<file path="config.mk">
export PLATFORM = sky130hd
export DESIGN_NAME = led_fault_monitor
export DESIGN_NICKNAME = d
export VERILOG_FILES = /design/src/rtl/led_mon_pkg.sv /design/src/rtl/led_mon_sync.sv /design/src/rtl/led_mon_wdt.sv /design/src/rtl/led_fault_monitor.sv
export SDC_FILE = /design/constraint.sdc
export NUM_CORES = 1
export LEC_CHECK = 0
export BUFFER_PORTS_ARGS = -buffer_cell sky130_fd_sc_hd__buf_4
export CAP_MARGIN = 30
export CORE_MARGIN = 1
export CORE_UTILIZATION = 47
export CTS_CLUSTER_DIAMETER = 200
export DETAILED_ROUTE_END_ITERATION = 10
export PLACE_DENSITY = 0.78
export SETUP_SLACK_MARGIN = 0.02
export SLEW_MARGIN = 0
export SYNTH_ARGS = -nofsm -noshare
export SYNTH_HDL_FRONTEND = slang
export SYNTH_HIERARCHICAL = 1
export SYNTH_SLANG_ARGS = --single-unit
</file>
<file path="constraint.sdc">
create_clock -name clk -period 2.51 [get_ports clk]
set_input_delay 0.251 -clock clk [delete_from_list [all_inputs] [get_ports clk]]
set_output_delay 0.251 -clock clk [all_outputs]
set_load 0.01 [all_outputs]
</file>
<file path="src/rtl/led_mon_pkg.sv">
package led_mon_pkg;
    typedef enum logic [1:0] {
        ST_RUN      = 2'd0,
        ST_WDT_TRIP = 2'd1,
        ST_HOT_TRIP = 2'd2
    } mon_state_e;
endpackage

</file>
<file path="src/rtl/led_mon_sync.sv">
module led_mon_sync #(
    parameter int W = 1
) (
    input  logic         clk,
    input  logic         rst_n,
    input  logic [W-1:0] d,
    output logic [W-1:0] q
);
    logic [W-1:0] meta;

    always_ff @(posedge clk or negedge rst_n) begin
        if (!rst_n) begin
            meta <= '0;
            q    <= '0;
        end else begin
            meta <= d;
            q    <= meta;
        end
    end
endmodule

</file>
<file path="src/rtl/led_mon_wdt.sv">
module led_mon_wdt #(
    parameter int CNT_W = 16
) (
    input  logic             clk,
    input  logic             rst_n,
    input  logic             enable,
    input  logic [CNT_W-1:0] timeout,
    input  logic             trig_s,
    output logic             trig_edge,
    output logic             expired,
    output logic [CNT_W-1:0] count
);
    logic trig_prev;
    logic pending;

    assign trig_edge = trig_s ^ trig_prev;
    assign expired   = enable && !pending && (count == '0);

    always_ff @(posedge clk or negedge rst_n) begin
        if (!rst_n) begin
            trig_prev <= 1'b0;
            pending   <= 1'b1;
            count     <= '0;
        end else begin
            trig_prev <= trig_s;
            if (pending || trig_edge || !enable) begin
                count   <= timeout;
                pending <= 1'b0;
            end else if (count != '0) begin
                count <= count - 1'b1;
            end
        end
    end
endmodule

</file>
<file path="src/rtl/led_fault_monitor.sv">
module led_fault_monitor
    import led_mon_pkg::*;
#(
    parameter int NUM_CH = 16,
    parameter int WDT_W  = 16
) (
    input  logic              clk,
    input  logic              rst_n,
    input  logic              wdt_enable,
    input  logic [WDT_W-1:0]  wdt_timeout,
    input  logic              scan_trig,
    input  logic              therm_en,
    input  logic              therm_event,
    input  logic [NUM_CH-1:0] open_det,
    input  logic              blank_n,
    input  logic              flag_test_n,
    output logic [NUM_CH-1:0] ch_enable,
    output logic              shdn_flag_d,
    output logic              shdn_flag_oe,
    output logic              disc_flag_d,
    output logic              disc_flag_oe
);
    localparam int SYNC_W = 3;

    logic [SYNC_W-1:0] raw_in;
    logic [SYNC_W-1:0] sync_in;
    logic              trig_s;
    logic              therm_act;
    logic              trig_edge;
    logic              wdt_expired;
    logic [WDT_W-1:0]  wdt_count;
    logic              tripped;
    logic              disc_any;
    mon_state_e        state_q;
    mon_state_e        state_d;

    assign raw_in = {therm_en, therm_event, scan_trig};

    led_mon_sync #(.W(SYNC_W)) u_sync (
        .clk   (clk),
        .rst_n (rst_n),
        .d     (raw_in),
        .q     (sync_in)
    );

    assign trig_s    = sync_in[0];
    assign therm_act = sync_in[1] & sync_in[2];

    led_mon_wdt #(.CNT_W(WDT_W)) u_wdt (
        .clk       (clk),
        .rst_n     (rst_n),
        .enable    (wdt_enable),
        .timeout   (wdt_timeout),
        .trig_s    (trig_s),
        .trig_edge (trig_edge),
        .expired   (wdt_expired),
        .count     (wdt_count)
    );

    always_comb begin
        state_d = state_q;
        unique case (state_q)
            ST_RUN: begin
                if (therm_act)        state_d = ST_HOT_TRIP;
                else if (wdt_expired) state_d = ST_WDT_TRIP;
            end
            ST_WDT_TRIP: begin
                if (therm_act)         state_d = ST_HOT_TRIP;
                else if (!wdt_expired) state_d = ST_RUN;
            end
            ST_HOT_TRIP: begin
                if (!therm_act) state_d = wdt_expired ? ST_WDT_TRIP : ST_RUN;
            end
            default: state_d = ST_RUN;
        endcase
    end

    always_ff @(posedge clk or negedge rst_n) begin
        if (!rst_n) state_q <= ST_RUN;
        else        state_q <= state_d;
    end

    always_comb begin
        tripped      = (state_q != ST_RUN);
        ch_enable    = (!tripped && blank_n) ? {NUM_CH{1'b1}} : {NUM_CH{1'b0}};
        shdn_flag_oe = tripped;
        shdn_flag_d  = !tripped;
        disc_any     = (|open_det) || !flag_test_n;
        disc_flag_oe = disc_any;
        disc_flag_d  = !disc_any;
    end
endmodule

</file>
Yosys cells after proc, flatten, opt, wreduce, memory -nomap -nowiden. Index checks and enable logic that the tools add are counted.

Register bits after elaboration: 26. Latch bits: 0. Bits in writable memories: 0. ROM bits: 0. Word-level logic and storage cells: 42. Memories kept: 0.

Add/subtract/negate cells: 1. $mul: 0. Div/mod/pow operators: 0. $lt $le $gt $ge: 0. Equal/unequal tests: 5. Shifts and indexed selects: 0. Mux-type cells: 10. Bitwise gates (word level): 2. Reductions and logical operators: 18.

Operators with widths (count): 16-bit 2-to-1 mux (3); 16-bit logical NOT (1); 16-bit nonzero test (1); 16-bit OR reduction (1); 16-bit by 1-bit subtractor with 16-bit output (second input constant) (1); 2-bit 2-to-1 mux (5); 3-bit inequality test (second input constant) (2); 2-bit one-hot mux with 3 select lines (1); 1-bit logical NOT (5); 2-bit nonzero test (2); 1-bit logical AND (3); 1-bit logical OR (3); 3-bit AND reduction (1); 2-bit by 1-bit == test with 1-bit output (second input constant) (1); 2-bit == test (second input constant) (1); 2-bit logical NOT (1); 2-bit inequality test (second input constant) (1); 1-bit bitwise AND (1); 1-bit 2-to-1 mux (1); 1-bit XOR (1).

Longest topological paths before layout.
Depth after elaboration: 6. Mapped depth: 8.

By module. The synthesis kept the hierarchy.

By module, submodules not included: led_mon_wdt (instances 1, cells an instance 116, area each 1052.3 um^2, seq. area each 451.7 um^2); led_fault_monitor (instances 1, cells an instance 31, area each 257.7 um^2, seq. area each 50.0 um^2); led_mon_sync (instances 1, cells an instance 6, area each 150.1 um^2, seq. area each 150.1 um^2).

Least setup slack after synthesis. No wires, ideal clock.

Kind: flip-flop to flip-flop. Start: register u_wdt.count[13]. End: register u_wdt.count[8]. Setup time: 0.153 ns. Arrival time: 1.982 ns. Path slack: 0.375 ns. Stages on the path, launching flop included: 7. Path buffers: 1. Clock period less this slack: 2.135 ns. Cell sequence: dfrtp_1 > or3_1 > or3_4 > or4_4 > buf_6 > a21oi_2 > a311oi_1.

Longest elaborated chain between the ends: 2.

Ends and longest elaborated chain: start: declaration (line led_mon_wdt.sv:11) `output logic [CNT_W-1:0] count`; start signal: assignment (line led_mon_wdt.sv:27) `count <= timeout;`; start signal: assignment (line led_mon_wdt.sv:30) `count <= count - 1'b1;`; 16-bit nonzero test (line led_mon_wdt.sv:29) `end else if (count != '0) begin`; 2-bit nonzero test (no source line).

Every way passes these cells. A chain may end at the register's enable or synchronous reset.

Final worst setup path.
Start: register u_wdt.count[12]. End: register u_wdt.count[11].

Same word-level chain as after synthesis.

==> qor_table.md <==
| Metric | This run | Unit |
|:---|:---|:---|
| Proportion of total power due to net switching | 25.3 | % |
| Cell taking the most area after synthesis | dfrtp_1 | - |
| Cell internal pwr | 711 | uW |
| Finish-stage setup viols | 0 | - |
| Number of synthesized flops with an enable pin | 0 | - |
| Slowest library cell on the worst path | or4_4 | - |
| Top-area cell type share of the netlist area | 42.8 | % |
| Unique masters post-synth | 39 | - |
| R2R Path Start | u_wdt/count[12]$_DFFE_PN0P_ | - |
| Switch Pwr | 240 | uW |
| Worst Reg-to-Reg Cells | 5 | - |
| Width of the die | 57.7 | microns |
| Internal reg-to-reg setup slack | 270 | ps |
| Global-route wire length before repair | 5120 | microns |
| # diodes | 0 | - |
| Final period util | 89.4 | % |
| Cell at the root of the clock tree | clkbuf_4 | - |
| Number of design-rule violations left by the first detailed-router iteration | 37 | - |
| Fraction of synthesized area in multiplexers | 0 | % |
| Proportion of layout cells with a drive suffix above 1 | 40.0 | % |
| Post-detailed-route wirelength per cell | 13.3 | microns |
| Critical path launch point type | register | - |
| Critical path capture point type | register | - |
| CTS tree | built | - |
| Number of endpoints with negative hold slack in the final report | 0 | - |
| Post-synthesis cell count | 153 | - |
| Clock-pin slew of the registers on the worst-case setup and hold paths | 140 | ps |
| Height of the chip | 57.7 | microns |
| Power share of the sequential group | 50.3 | % |
| Data arrival time at the worst-slack endpoint | 2460 | ps |
| Number of top-level design ports | 60 | - |
| Fraction of the mapped netlist area in simple logic gates | 25.4 | % |
| Pleak | 0.835 | nW |
| Crit Path Class | register to register | - |
| Combinational family with the most area after synthesis | simple AND/OR/NAND/NOR gates | - |
| Worst VDD drop | 0.554 | mV |
| Util after Layout | 67.6 | % |
| Worst hold path startpoint | wdt_timeout[0] | - |
| Number of synthesized register bits | 26 | - |
| Standard-cell rows | 19 | - |
| Fin Setup TNS | 0 | ps |
| Input/output buffers | 59 | - |
| Number of antenna violations at the first check in global routing | 0 | - |
| Final #Nets | 247 | - |
| Hold worst-path end | u_wdt/count[0]$_DFFE_PN0P_ | - |
| Worst clock skew on the final layout | 2.18 | ps |
| Fraction of registers with async set or reset after synthesis | 100 | % |
| First-pass iteration count of the detailed router | 7 | - |
| RSZ-0062 raised after global routing | no | - |
| Number of design rule violations left after detail routing | 9 | - |
| Core Region | 0.00285 | sq mm |
| Post-Syn Nets | 194 | - |
| Top area cells in the synthesized netlist | dfrtp_1, buf_4, nor2_1 | - |
| Part of the power in combinational logic | 19.5 | % |
| Deepest clock path buffer count | 2 | - |
| H-tree depth | 1 | - |
| Share of the yosys chip area belonging to registers | 44.6 | % |
| CTS Sinks | 26 | - |
| Final ANT Viol Nets | 0 | - |
| Max-cap check violation count | 0 | - |
| Placed wire-length estimate | 2400 | microns |
| Overflow after GRT | 0 | - |
| Yosys warnings | 6 | - |
| Layout area overhead | 32.1 | % |
| Hold Path Class | input port to register | - |
| Via/cell ratio | 5.58 | - |
| Maximum net fanout on the critical path | 12 | - |
| Adder and majority cell fraction of the synthesized area | 0.857 | % |
| Tot GR Track Use | 20.6 | % |
| Detailed Route WL | 3140 | microns |
| Per-instance average area after synthesis | 9.54 | sq um |
| Pin count of the biggest net entering global routing | 27 | - |
| Number of buffers inserted during clock tree synthesis | 3 | - |
| Share of the synthesized area in compound gates (AO/OA/AOI/OAI) | 15.9 | % |
| Slew @ Worst Pin | 556 | ps |
| Hold Path Cell Cnt | 2 | - |
| Commonest register cell after synthesis | dfrtp_1 | - |
| Final max-slew violation count | 0 | - |
| Share of the synthesized netlist area taken by xor and xnor gates | 3.00 | % |
| Cell area after synthesis | 0.00146 | sq mm |
| Endpoint of the worst register-to-register path | u_wdt/count[11]$_DFFE_PN0P_ | - |
| Via count | 1318 | - |
| Initial core utilization | 51.2 | % |
| Clk network pwr share | 30.2 | % |
| Worst path required time | 2720 | ps |
| Run status | finished, violations left | - |
| Worst max-slew margin expressed relative to the limit | 62.8 | % |
| Maximum clock frequency | 0.446 | GHz |
| Time the final worst path needs with I/O delays and setup | 2240 | ps |
| Critical Path Max Stage Delay | 630 | ps |
| Die outline area | 0.00333 | sq mm |
| Pwr dens | 493 | mW/mm^2 |
| Violated checks | design-rule violations | - |
| Chain of cells forming the critical path | or3_1 > or3_4 > or4_4 > a21oi_1 > a311oi_1 | - |
| Worst skew pair latency | 330 | ps |
| Gp weighted congestion | 0.794 | - |
| Number of global-route vias before repair | 1219 | - |
-- final cells by class --
type / count / area (sq um)
flip-flops and latches: 26 / 652
inverters: 3 / 11.3
multi-input cells: 105 / 662
clock inverters: 1 / 30.0
repair buffers: 67 / 513
fillers: 226 / 923
clock buffers: 3 / 22.5
well taps: 31 / 38.8
-- cell families after synthesis --
| kind of cell | Yosys count |
|---|---|
| simple gates | 64 |
| flops | 26 |
| xor+xnor | 5 |
| compound gates | 34 |
| fa+ha+maj | 1 |
| other cells | 1 |
| buf+inv | 22 |
-- power by group through the flow --
stage | Sequential [mW] | Clock [mW] | Combinational (mW)
floorplan | 0.479 | 0 | 0.104
detailed placement | 0.486 | 0 | 0.181
finish | 0.479 | 0.288 | 0.185
global route | 0.483 | 0.315 | 0.203
global placement | 0.483 | 0 | 0.177
CTS | 0.478 | 0.296 | 0.183
-- worst max path at each step --
| stage | startpoint | end | slack [ps] |
|---|---|---|---|
| floorplan | u_wdt/count[13]$_DFFE_PN0P_ | u_wdt/count[8]$_DFFE_PN0P_ | 380 |
| global placement | u_wdt/count[13]$_DFFE_PN0P_ | u_wdt/count[11]$_DFFE_PN0P_ | 360 |
| detailed placement | u_wdt/count[12]$_DFFE_PN0P_ | u_wdt/count[11]$_DFFE_PN0P_ | 290 |
| CTS | u_wdt/count[12]$_DFFE_PN0P_ | u_wdt/count[11]$_DFFE_PN0P_ | 270 |
| global route | u_wdt/count[0]$_DFFE_PN0P_ | u_wdt/count[2]$_DFFE_PN0P_ | 200 |
| finish | u_wdt/count[12]$_DFFE_PN0P_ | u_wdt/count[11]$_DFFE_PN0P_ | 270 |
-- routing by layer --
layer	global-route usage [%]	routed length, microns
met1	23.9	1230
met2	36.2	1550
met5	0	0
met3	5.80	306
met4	7.82	53
-- what timing repair did --
item | in CTS | in global routing
hold endpoints to repair | 25 | 3
gates resized for setup | 0 | 0
setup buffers | 0 | 0
hold buffers | 1 | 3
-- critical path: cells and delay by family (launching register included) --
family             cells  cell delay [ps]
AOI/OAI and AO/OA      2              270
DFF                    1              440
and+or+nand+nor        3             1400
-- cell usage in the layout (no fill, tap or decap), types with 4 or more instances in the layout --
cell type      Yosys  routed
a311oi_1           5       5
a21oi_1           11      11
xnor2_1            4       4
nor2_1            21      21
nor3_1             6       6
a21oi_2            4       4
dfrtp_1           25      25
dlygate4sd3_1      0       4
buf_4             15      63
nand2_1           12      12
o21ai_0            4       4
-- sequential cells by signal, summed over array words and instances, names as in the netlist --
signal and cells:
u_sync/meta 3, u_sync/q 3, state_q 2, u_wdt/count 16, u_wdt/pending 1, u_wdt/trig_prev 1
-- synth_stat cells (all sizes together), types with 2 or more instances --
cell    number
buf         16
a211oi       3
or2          2
nor2        21
nand4        2
inv          3
a311oi       5
or4          2
xnor2        4
nand2b       2
or3          4
o22ai        2
clkbuf       3
nor3         6
o31ai        2
o21ai        4
nor4         7
nand2       12
a21oi       15
dfrtp       25
-- per-stage QoR --
stage	setup slack [ps]	area [sq um]	hold WS, ps	std cells	power [mW]
after floorplan	375	1460	-44.6	153	0.583
after global placement	355	1840	171	228	0.659
after detailed placement	292	1840	175	228	0.667
after CTS	266	1900	3.68	233	0.958
after global routing	196	1930	140	236	1.00
final	266	1930	154	236	0.952
Note: power is estimated with default switching activity, not from simulation.
